==> src/rtl/rxr_pkg.sv <==
`timescale 1ns/1ps
package rxr_pkg;

    localparam int WORD_W      = 64;
    localparam int WORD_BYTES  = WORD_W / 8;
    localparam int SLOT_BYTES  = 2 * WORD_BYTES;
    localparam int SLOT_SHIFT  = $clog2(SLOT_BYTES);

    localparam int PLEN_W      = 14;
    localparam int VLAN_W      = 16;
    localparam int HASH_W      = 32;
    localparam int CTX_W       = 16;

    // first writeback word
    localparam int CTX_LSB     = 0;
    localparam int VLAN_LSB    = CTX_LSB + CTX_W;
    localparam int HASH_LSB    = VLAN_LSB + VLAN_W;

    // second writeback word
    localparam int DONE_BIT    = 0;
    localparam int BADCSUM_BIT = 19;
    localparam int PLEN_LSB    = 38;

    typedef enum logic [2:0] {
        ST_IDLE       = 3'd0,
        ST_FETCH      = 3'd1,
        ST_FETCH_WAIT = 3'd2,
        ST_BUF        = 3'd3,
        ST_WB_LO      = 3'd4,
        ST_WB_HI      = 3'd5
    } ring_state_t;

    typedef enum logic [1:0] {
        SEL_BASE = 2'd0,
        SEL_LEN  = 2'd1,
        SEL_HEAD = 2'd2,
        SEL_NONE = 2'd3
    } reg_sel_t;

    typedef struct packed {
        logic [PLEN_W-1:0] len;
        logic              csum_ok;
        logic [VLAN_W-1:0] vlan;
        logic [HASH_W-1:0] hash;
    } pkt_info_t;

endpackage

==> src/rtl/rxr_regs.sv <==
`timescale 1ns/1ps
module rxr_regs
    import rxr_pkg::*;
#(
    parameter int REG_W    = 32,
    parameter int MAX_RING = 1024,
    parameter int DROP_W   = 16,
    parameter int IDX_W    = 10,
    parameter int LEN_W    = 11
) (
    input  logic              clk,
    input  logic              rst_n,
    input  logic              we,
    input  logic [1:0]        addr,
    input  logic [REG_W-1:0]  wdata,
    input  logic              drop_i,
    output logic [REG_W-1:0]  base_o,
    output logic [LEN_W-1:0]  len_o,
    output logic [IDX_W-1:0]  head_o,
    output logic              head_err_o,
    output logic [DROP_W-1:0] drop_cnt_o
);

    logic     head_ok;
    reg_sel_t sel;

    assign sel     = reg_sel_t'(addr);
    assign head_ok = (wdata < REG_W'(len_o)) && (wdata < REG_W'(MAX_RING));

    always_ff @(posedge clk) begin
        if (!rst_n) begin
            base_o     <= '0;
            len_o      <= '0;
            head_o     <= '0;
            head_err_o <= 1'b0;
        end else if (we) begin
            unique case (sel)
                SEL_BASE: base_o <= wdata;
                SEL_LEN:  len_o  <= wdata[LEN_W-1:0];
                SEL_HEAD: begin
                    if (head_ok) head_o     <= wdata[IDX_W-1:0];
                    else         head_err_o <= 1'b1;
                end
                default: ;
            endcase
        end
    end

    always_ff @(posedge clk) begin
        if (!rst_n)      drop_cnt_o <= '0;
        else if (drop_i) drop_cnt_o <= drop_cnt_o + 1'b1;
    end

    AST_ERR_STICKY: assert property (@(posedge clk) disable iff (!rst_n)
        $past(head_err_o) |-> head_err_o) else $error("head_err cleared");

    AST_HEAD_GUARD: assert property (@(posedge clk) disable iff (!rst_n)
        (head_o != $past(head_o)) |-> $past(we && (addr == 2'd2) && head_ok))
        else $error("head changed without a legal write");

endmodule

==> src/rtl/rxr_wb_pack.sv <==
`timescale 1ns/1ps
module rxr_wb_pack
    import rxr_pkg::*;
(
    input  pkt_info_t         info_i,
    output logic [WORD_W-1:0] wb_lo_o,
    output logic [WORD_W-1:0] wb_hi_o
);

    always_comb begin
        wb_lo_o = '0;
        wb_lo_o[CTX_LSB  +: CTX_W]  = '0;
        wb_lo_o[VLAN_LSB +: VLAN_W] = info_i.vlan;
        wb_lo_o[HASH_LSB +: HASH_W] = info_i.hash;
    end

    always_comb begin
        wb_hi_o = '0;
        wb_hi_o[DONE_BIT]             = 1'b1;
        wb_hi_o[BADCSUM_BIT]          = ~info_i.csum_ok;
        wb_hi_o[PLEN_LSB +: PLEN_W]   = info_i.len;
    end

endmodule

==> src/rtl/rxr_fsm.sv <==
`timescale 1ns/1ps
module rxr_fsm
    import rxr_pkg::*;
#(
    parameter int ADDR_W = 32,
    parameter int IDX_W  = 10,
    parameter int LEN_W  = 11
) (
    input  logic              clk,
    input  logic              rst_n,
    input  logic [ADDR_W-1:0] base_i,
    input  logic [LEN_W-1:0]  len_i,
    input  logic [IDX_W-1:0]  head_i,
    input  logic              pkt_valid_i,
    output logic              pkt_ready_o,
    input  pkt_info_t         pkt_i,
    output pkt_info_t         held_o,
    output logic              drop_o,
    output logic              buf_req_o,
    output logic [WORD_W-1:0] buf_addr_o,
    input  logic              buf_ack_i,
    output logic              mem_req_o,
    output logic              mem_we_o,
    output logic [ADDR_W-1:0] mem_addr_o,
    output logic [WORD_W-1:0] mem_wdata_o,
    input  logic              mem_gnt_i,
    input  logic              mem_rvalid_i,
    input  logic [WORD_W-1:0] mem_rdata_i,
    input  logic [WORD_W-1:0] wb_lo_i,
    input  logic [WORD_W-1:0] wb_hi_i,
    output logic [IDX_W-1:0]  tail_o
);

    ring_state_t       state_q, state_d;
    logic [IDX_W-1:0]  tail_q, tail_inc;
    logic              ring_full, tail_wrap, accept;
    logic [ADDR_W-1:0] slot_addr;

    assign ring_full = (head_i == tail_q);
    assign accept    = (state_q == ST_IDLE) && pkt_valid_i && !ring_full;
    assign tail_wrap = (LEN_W'(tail_q) + LEN_W'(1)) >= len_i;
    assign tail_inc  = tail_wrap ? '0 : tail_q + 1'b1;
    assign slot_addr = base_i + (ADDR_W'(tail_q) << SLOT_SHIFT);
    assign tail_o    = tail_q;

    // state register
    always_ff @(posedge clk) begin
        if (!rst_n) state_q <= ST_IDLE;
        else        state_q <= state_d;
    end

    // transitions
    always_comb begin
        state_d = state_q;
        unique case (state_q)
            ST_IDLE:       if (accept)       state_d = ST_FETCH;
            ST_FETCH:      if (mem_gnt_i)    state_d = ST_FETCH_WAIT;
            ST_FETCH_WAIT: if (mem_rvalid_i) state_d = ST_BUF;
            ST_BUF:        if (buf_ack_i)    state_d = ST_WB_LO;
            ST_WB_LO:      if (mem_gnt_i)    state_d = ST_WB_HI;
            ST_WB_HI:      if (mem_gnt_i)    state_d = ST_IDLE;
            default:                         state_d = ST_IDLE;
        endcase
    end

    // outputs
    always_comb begin
        pkt_ready_o = 1'b0;
        drop_o      = 1'b0;
        buf_req_o   = 1'b0;
        mem_req_o   = 1'b0;
        mem_we_o    = 1'b0;
        mem_addr_o  = slot_addr;
        mem_wdata_o = '0;
        unique case (state_q)
            ST_IDLE: begin
                pkt_ready_o = 1'b1;
                drop_o      = pkt_valid_i && ring_full;
            end
            ST_FETCH: mem_req_o = 1'b1;
            ST_FETCH_WAIT: ;
            ST_BUF:   buf_req_o = 1'b1;
            ST_WB_LO: begin
                mem_req_o   = 1'b1;
                mem_we_o    = 1'b1;
                mem_wdata_o = wb_lo_i;
            end
            ST_WB_HI: begin
                mem_req_o   = 1'b1;
                mem_we_o    = 1'b1;
                mem_addr_o  = slot_addr + ADDR_W'(WORD_BYTES);
                mem_wdata_o = wb_hi_i;
            end
            default: ;
        endcase
    end

    // datapath
    always_ff @(posedge clk) begin
        if (!rst_n) begin
            tail_q     <= '0;
            held_o     <= '0;
            buf_addr_o <= '0;
        end else begin
            if (accept) held_o <= pkt_i;
            if ((state_q == ST_FETCH_WAIT) && mem_rvalid_i) buf_addr_o <= mem_rdata_i;
            if ((state_q == ST_WB_HI) && mem_gnt_i) tail_q <= tail_inc;
        end
    end

    AST_BUF_HOLD: assert property (@(posedge clk) disable iff (!rst_n)
        (buf_req_o && !buf_ack_i) |=> (buf_req_o && $stable(buf_addr_o)))
        else $error("buffer request dropped early");

    AST_TAIL_STEP: assert property (@(posedge clk) disable iff (!rst_n)
        (tail_q != $past(tail_q)) |-> ((tail_q == $past(tail_q) + 1'b1) || (tail_q == '0)))
        else $error("tail jumped");

    AST_DONE_ADVANCES: assert property (@(posedge clk) disable iff (!rst_n)
        (mem_req_o && mem_we_o && mem_gnt_i && mem_wdata_o[DONE_BIT] && (len_i > LEN_W'(1)))
        |=> (tail_q != $past(tail_q))) else $error("done written without tail advance");

    AST_ONE_AT_A_TIME: assert property (@(posedge clk) disable iff (!rst_n)
        (pkt_valid_i && pkt_ready_o && !ring_full) |=> !pkt_ready_o)
        else $error("ready while busy");

    AST_DROP_QUIET: assert property (@(posedge clk) disable iff (!rst_n)
        drop_o |=> !mem_req_o) else $error("memory access after drop");

endmodule

==> src/rtl/rx_desc_ring.sv <==
`timescale 1ns/1ps
module rx_desc_ring
    import rxr_pkg::*;
#(
    parameter  int REG_W    = 32,
    parameter  int MAX_RING = 1024,
    parameter  int DROP_W   = 16,
    localparam int IDX_W    = $clog2(MAX_RING),
    localparam int LEN_W    = IDX_W + 1
) (
    input  logic              clk,
    input  logic              rst_n,
    input  logic              reg_we,
    input  logic [1:0]        reg_addr,
    input  logic [REG_W-1:0]  reg_wdata,
    input  logic              pkt_valid,
    output logic              pkt_ready,
    input  logic [13:0]       pkt_len,
    input  logic              pkt_csum_ok,
    input  logic [15:0]       pkt_vlan,
    input  logic [31:0]       pkt_hash,
    output logic              buf_req,
    output logic [63:0]       buf_addr,
    output logic [13:0]       buf_len,
    input  logic              buf_ack,
    output logic              mem_req,
    output logic              mem_we,
    output logic [REG_W-1:0]  mem_addr,
    output logic [63:0]       mem_wdata,
    input  logic              mem_gnt,
    input  logic              mem_rvalid,
    input  logic [63:0]       mem_rdata,
    output logic [IDX_W-1:0]  tail_idx,
    output logic [DROP_W-1:0] drop_count,
    output logic              head_err
);

    logic [REG_W-1:0]  ring_base;
    logic [LEN_W-1:0]  ring_len;
    logic [IDX_W-1:0]  head_idx;
    logic              drop_pulse;
    pkt_info_t         pkt_in, pkt_held;
    logic [WORD_W-1:0] wb_lo, wb_hi;

    assign pkt_in  = '{len: pkt_len, csum_ok: pkt_csum_ok, vlan: pkt_vlan, hash: pkt_hash};
    assign buf_len = pkt_held.len;

    rxr_regs #(
        .REG_W(REG_W), .MAX_RING(MAX_RING), .DROP_W(DROP_W), .IDX_W(IDX_W), .LEN_W(LEN_W)
    ) u_regs (
        .clk(clk), .rst_n(rst_n), .we(reg_we), .addr(reg_addr), .wdata(reg_wdata),
        .drop_i(drop_pulse), .base_o(ring_base), .len_o(ring_len), .head_o(head_idx),
        .head_err_o(head_err), .drop_cnt_o(drop_count)
    );

    rxr_wb_pack u_pack (
        .info_i(pkt_held), .wb_lo_o(wb_lo), .wb_hi_o(wb_hi)
    );

    rxr_fsm #(
        .ADDR_W(REG_W), .IDX_W(IDX_W), .LEN_W(LEN_W)
    ) u_fsm (
        .clk(clk), .rst_n(rst_n), .base_i(ring_base), .len_i(ring_len), .head_i(head_idx),
        .pkt_valid_i(pkt_valid), .pkt_ready_o(pkt_ready), .pkt_i(pkt_in), .held_o(pkt_held),
        .drop_o(drop_pulse), .buf_req_o(buf_req), .buf_addr_o(buf_addr), .buf_ack_i(buf_ack),
        .mem_req_o(mem_req), .mem_we_o(mem_we), .mem_addr_o(mem_addr), .mem_wdata_o(mem_wdata),
        .mem_gnt_i(mem_gnt), .mem_rvalid_i(mem_rvalid), .mem_rdata_i(mem_rdata),
        .wb_lo_i(wb_lo), .wb_hi_i(wb_hi), .tail_o(tail_idx)
    );

    AST_DROP_WHEN_FULL: assert property (@(posedge clk) disable iff (!rst_n)
        (drop_count != $past(drop_count)) |-> $past(head_idx == tail_idx))
        else $error("drop counted with free slots");

endmodule

==> config.mk <==
export PLATFORM = sky130hd
export DESIGN_NAME = rx_desc_ring
export DESIGN_NICKNAME = d
export VERILOG_FILES = /design/src/rtl/rxr_pkg.sv /design/src/rtl/rxr_regs.sv /design/src/rtl/rxr_wb_pack.sv /design/src/rtl/rxr_fsm.sv /design/src/rtl/rx_desc_ring.sv
export SDC_FILE = /design/constraint.sdc
export NUM_CORES = 1
export LEC_CHECK = 0
export ABC_AREA = 1
export BUFFER_PORTS_ARGS = -buffer_cell sky130_fd_sc_hd__buf_2
export CAP_MARGIN = 30
export CORE_MARGIN = 10
export CORE_UTILIZATION = 52
export CTS_CLUSTER_SIZE = 14
export DETAILED_ROUTE_END_ITERATION = 16
export PLACE_DENSITY = 0.81
export SYNTH_ARGS = -nofsm -noshare
export SYNTH_HDL_FRONTEND = slang
export SYNTH_SLANG_ARGS = --single-unit
==> constraint.sdc <==
create_clock -name clk -period 3.86 [get_ports clk]
set_clock_uncertainty 0.1 [all_clocks]
set_input_delay 0 -clock clk [delete_from_list [all_inputs] [get_ports clk]]
set_output_delay 0 -clock clk [all_outputs]
set_load 0.02 [all_outputs]
=== Word level (Yosys, flattened, before mapping) ===
Cells that the tools add are included.

* Flip-flop bits (word level): 210
* Input port bits: 168
* Output and inout port bits: 205
* Logic and storage cells: 67

* Add/sub/neg operators: 5
* Magnitude comparators: 3
* Equal/unequal tests: 14
* Mux-type cells: 15
* Bitwise operators: 2
* Reduce and logical (&&, ||, !) cells: 16

{| class="wikitable"
|+ Operator list
! cell !! number
|-
| 64-bit case mux with 2 select lines || 1
|-
| 32-bit by 14-bit adder with 32-bit output || 1
|-
| 32-bit by 4-bit adder with 32-bit output (second input constant) || 1
|-
| 32-bit by 11-bit < comparator with 1-bit output || 1
|-
| 32-bit by 11-bit < comparator with 1-bit output (second input constant) || 1
|-
| 32-bit 2-to-1 mux || 1
|-
| 3-bit 2-to-1 mux || 6
|-
| 3-bit case mux with 6 select lines || 1
|-
| 16-bit by 1-bit adder with 16-bit output (second input constant) || 1
|-
| 10-bit by 1-bit adder with 11-bit output (second input constant) || 1
|-
| 11-bit greater-or-equal comparator || 1
|-
| 10-bit by 1-bit adder with 10-bit output (second input constant) || 1
|-
| 10-bit == test || 1
|-
| 10-bit 2-to-1 mux || 1
|-
| 2-bit != test (second input constant) || 5
|-
| 3-bit by 2-bit == test with 1-bit output (second input constant) || 2
|-
| 3-bit == test (second input constant) || 2
|-
| 1-bit logical AND || 6
|-
| 3-bit AND reduction || 2
|-
| 6-bit AND reduction || 1
|-
| 1-bit 2-to-1 mux || 5
|-
| 2-bit AND reduction || 2
|-
| 3-bit by 1-bit == test with 1-bit output (second input constant) || 1
|-
| 3-bit zero test || 1
|-
| other kinds (8) || 9
|}

=== Longest topological paths before layout ===
* Depth in word-level cells: 5
* Gate-level depth with buffers: 19
* Mapped depth without buffers: 19

=== Modules after synthesis ===
A second synthesis with hierarchy kept.

* Cell total of the unflattened synthesis: 1902
* Area total of the unflattened synthesis: 12907.4 um^2

{| class="wikitable"
|+ By module, submodules not included
! module !! instances !! cells each !! area each (um^2) !! seq. area each (um^2)
|-
| rxr_fsm || 1 || 1356 || 8872.3 || 2802.7
|-
| rxr_regs || 1 || 416 || 3070.4 || 1401.3
|-
| rxr_wb_pack || 1 || 130 || 964.7 || 0.0
|}

=== Worst setup path before layout ===
Ideal clock, no wire load.

* Path type: register to register
* From: reg u_fsm.tail_q[2], in the netlist u_fsm.tail_o[2]
* To: reg u_fsm.tail_q[1], in the netlist u_fsm.tail_o[1]
* Library setup time: 71 ps
* Arrival time: 2918 ps
* Data required time: 3689 ps
* Slack: 771 ps
* Cell stages (with the launch flop): 16
* Buffers on the path: 1
* Clock period less this slack: 3089 ps
* Cell sequence: dfxtp_1 clkbuf_1 inv_1 nor4_1 nand2_1 nor3_1 xor2_1 inv_1 ha_1 nand2_1 nor2_1 nand3_1 o2111ai_1 a41oi_1 nand3_1 a21oi_1

* Cells in the longest elaborated chain, start to end: 3

{| class="wikitable"
|+ RTL lines
! what !! line !! RTL
|-
| start: declaration || rxr_fsm.sv:35 || <nowiki>logic [IDX_W-1:0] tail_q, tail_inc;</nowiki>
|-
| start signal: assignment || rxr_fsm.sv:107 || <nowiki>if ((state_q == ST_WB_HI) && mem_gnt_i) tail_q <= tail_inc;</nowiki>
|-
| 10-bit by 1-bit adder with 11-bit output || rxr_fsm.sv:41 || <nowiki>assign tail_wrap = (LEN_W'(tail_q) + LEN_W'(1)) >= len_i;</nowiki>
|-
| 11-bit greater-or-equal comparator || rxr_fsm.sv:41 ||
|-
| 10-bit 2-to-1 mux || rxr_fsm.sv:42 || <nowiki>assign tail_inc = tail_wrap ? '0 : tail_q + 1'b1;</nowiki>
|}

Every way passes these cells.
A chain may end at the register's enable or synchronous reset.

=== Worst setup path in the final report ===
* From: reg u_fsm.tail_q[0], in the netlist u_fsm.tail_o[0]
* To: out mem_addr[27]

* Cells in the longest elaborated chain, start to end: 3

{| class="wikitable"
|+ RTL lines
! what !! line !! RTL
|-
| 32-bit by 14-bit adder with 32-bit output (*) || rxr_fsm.sv:43 || <nowiki>assign slot_addr = base_i + (ADDR_W'(tail_q) << SLOT_SHIFT);</nowiki>
|-
| 32-bit by 4-bit adder with 32-bit output || rxr_fsm.sv:91 || <nowiki>mem_addr_o = slot_addr + ADDR_W'(WORD_BYTES);</nowiki>
|-
| 32-bit 2-to-1 mux (*) || rxr_fsm.sv:75 || <nowiki>unique case (state_q)</nowiki>
|-
| end: declaration || rx_desc_ring.sv:28 || <nowiki>output logic [REG_W-1:0] mem_addr,</nowiki>
|}

Mark *: on every way between the ends. The rest lies on a longest branch, timed or not.

==> reports/summary.txt <==
Seq/Total Area, Yosys: 36.3%
pre-CTS WS: 674 ps
Worst-Skew Late Latency: 510 ps
#FFs+latches synth: 210
TNS Setup: 0 ps
async set-reset flop share out of synthesis: 0%
total number of vias: 14,100
Worst slew margin: 35.9%
H-tree levels: 1
most used cell, CP: nand2_1
Comb pwr share: 21.9%
post-synthesis cell count: 1,714
share of cells above drive strength 1: 21.6%
die area: 28,700 µm²
Hold Path Class: primary input to flip-flop
Crit. End Element: output pin
Tmin final: 3510 ps
filler cell count: 1,583
CP cell instances: ha_1 > fa_1 > nand2_1 > nand2_1 > nand3_1 > nand2_1 > nand2_1 > nand2_1 > nor2_2 > nand4_2 > nor2_4 > nand2_2 > nor2_2 > xor2_1 > buf_2
Starting Density: 52.9%
Layout Cells excl Fill: 2,512
total track usage: 31.9%
CP Depth: 15
outcome: finished, final reports clean
first-pass GRT wire length: 75,200 µm
Peak Freq: 285 MHz
Routed wire per std cell: 19.5 µm
vias in the first global route: 14,100
routability congestion estimate: 0.987
maximum number of pins on one net before global-route repair: 129
post-CTS setup buffers: 0
CP Data Required Time: 3760 ps
Crit path largest cell delay: 440 ps
Layout area overhead: 38.2%
core area: 21,900 µm²
CTS tree: yes
initial antenna violation count: 9
pwr dens: 383 nW/µm²
Worst-path clk slew: 60 ps
crit-path max FO: 10
path depth of the worst reg2reg path: 15
Ys Warns: 0
Critical Path AT: 3410 ps
Multi-input gate area: 6010 µm²
clock net sink count: 210
height of the die: 169 µm
slowest CP cell: dfxtp_1
residual DRC count: 0
root buffer cell: clkbuf_16
Pint: 0.00420 W
I/O Buffers: 357
Worst R2R Setup Slack: 560 ps
TritonCTS Buffers: 24
gr ovfl total: 0
Mean Syn Cell Area: 6.76 µm²
hpwl dp: 31,000 µm
Worst VDD drop: 401 µV
max-cap violations: 0
Cell Rows: 54
commonest non-fill, non-tap cells in the layout: buf_2, nand2_1, inv_1
post-synthesis instance area: 11,600 µm²
Fin. Hold Viols: 0
Top FF cell, synth: dfxtp_1
Iter 0 DRT Violations: 1,660
I/O Pins: 373
Clock Tree Buf Depth: 3
Switching Share: 31.5%
Static Leakage: 7.45 nW
NetSw: 0.00193 W
drt first pass iters: 6
Worst path top cell family by delay: simple AND/OR/NAND/NOR gates
CP bufs+invs: 1
Clock Power Share: 37.6%
Setup WS post-layout: 352 ps
Final ANT Viol Nets: 0
Worst Hold Slack: 29.7 ps
worst-margin pin slew: 955 ps
count of nets after finishing: 2,405
number of synthesized flops with an enable pin: 0
register area: 4200 µm²
total wire length: 49,100 µm
Die X: 169 µm
Final setup viols: 0
Distinct cells, synth: 43
RSZ-0062 raised after global routing: false
Final Slew Violations: 0
placed cell count: 2,273
CP Launch Type: flip-flop
fin crit share: 90.9%
commonest non-fill, non-tap cell in the layout: buf_2
vias per inst: 5.60
WHS Path Cells: 3
Sequential Power Share: 40.5%
kind of critical path: flip-flop to output pin
-- worst paths after layout --
check                                   start                          endpoint
max              u_fsm.tail_o[0]$_SDFFE_PN0P_                      mem_addr[27]
max reg2reg      u_fsm.tail_o[1]$_SDFFE_PN0P_      u_fsm.tail_o[2]$_SDFFE_PN0P_
min reg2reg  u_fsm.buf_addr_o[5]$_SDFFE_PN0P_  u_fsm.buf_addr_o[5]$_SDFFE_PN0P_
min                                     rst_n     u_fsm.held_o[56]$_SDFFE_PN0P_
-- kinds of logic after synthesis --
group,Yosys count,share of synthesized area (%)
other cells,1,0.0324
buf+inv,347,12.5
fa+ha+maj,35,3.84
simple gates,705,27.3
flops,210,36.3
compound gates,375,17.0
xor+xnor,41,3.10
-- final cells by class --
cell class / count / area share, %
Tap cell: 280 / 2.19
Antenna cell: 14 / 0.219
Sequential cell: 210 / 26.3
Clock inverter: 4 / 0.453
Inverter: 244 / 5.72
Clock buffer: 38 / 4.40
Timing Repair Buffer: 551 / 23.2
Multi-Input combinational cell: 1171 / 37.5
-- stage by stage --
step	util [%]	area, µm²	total power, W
2_1_floorplan	-	11600	0.00317
3_3_place_gp	61.0	13400	0.00356
3_5_place_dp	61.0	13400	0.00358
4_1_cts	72.9	16000	0.00600
5_1_grt	73.1	16000	0.00632
6_report	73.2	16000	0.00613
-- tightest hold or removal path: stages --
cell	delay, ps
buf_4	330
o21ai_0	180
nor2_1	60
-- cell usage after synthesis (13+ instances only) --
cell	n	area (µm²)
a21oi_1	170	851
a32o_1	14	140
buf_4	32	240
clkbuf_1	57	214
dfxtp_1	210	4200
ha_1	34	425
inv_1	236	886
nand2_1	281	1050
nand2_2	30	188
nand3_1	87	435
nand4_1	23	144
nor2_1	215	807
nor2_2	14	87.6
nor3_1	13	65.1
o21ai_0	182	911
xor2_1	34	298
-- timing repair --
action | in CTS | in global routing
resized for setup | 0 | 0
hold buffers | 182 | 0
endpoints found under the hold margin | 186 | 0
setup endpoints to repair | 0 | 0
-- per-layer routing --
layer,part of all wire [%],GRT usage (%),routed length [µm],vias to the layer above
met5,0,0,0,-
met4,7.0,19.2,3440,0
met3,11,9.89,5240,275
met2,48,55.5,23500,927
met1,34,33.2,16900,6399
li1,-,-,-,6467
-- power by group through the flow --
stage	Combinational (W)	Sequential, W	Clock, W
after floorplan	0.000511	0.00266	0
after global placement	0.00107	0.00249	0
after detailed placement	0.00109	0.00249	0
after CTS	0.00125	0.00245	0.00230
after global routing	0.00144	0.00249	0.00239
final	0.00134	0.00248	0.00230
-- flip-flops by register name (all words and copies together), names as in the netlist --
register and flops:
u_fsm.buf_addr_o 64, u_fsm.held_o 63, u_regs.base_o 32, u_regs.drop_cnt_o 16, u_regs.len_o 11, u_fsm.tail_o 10, u_regs.head_o 10, u_fsm.state_q 3
u_regs.head_err_o 1
(Power assumes the default switching activity.)
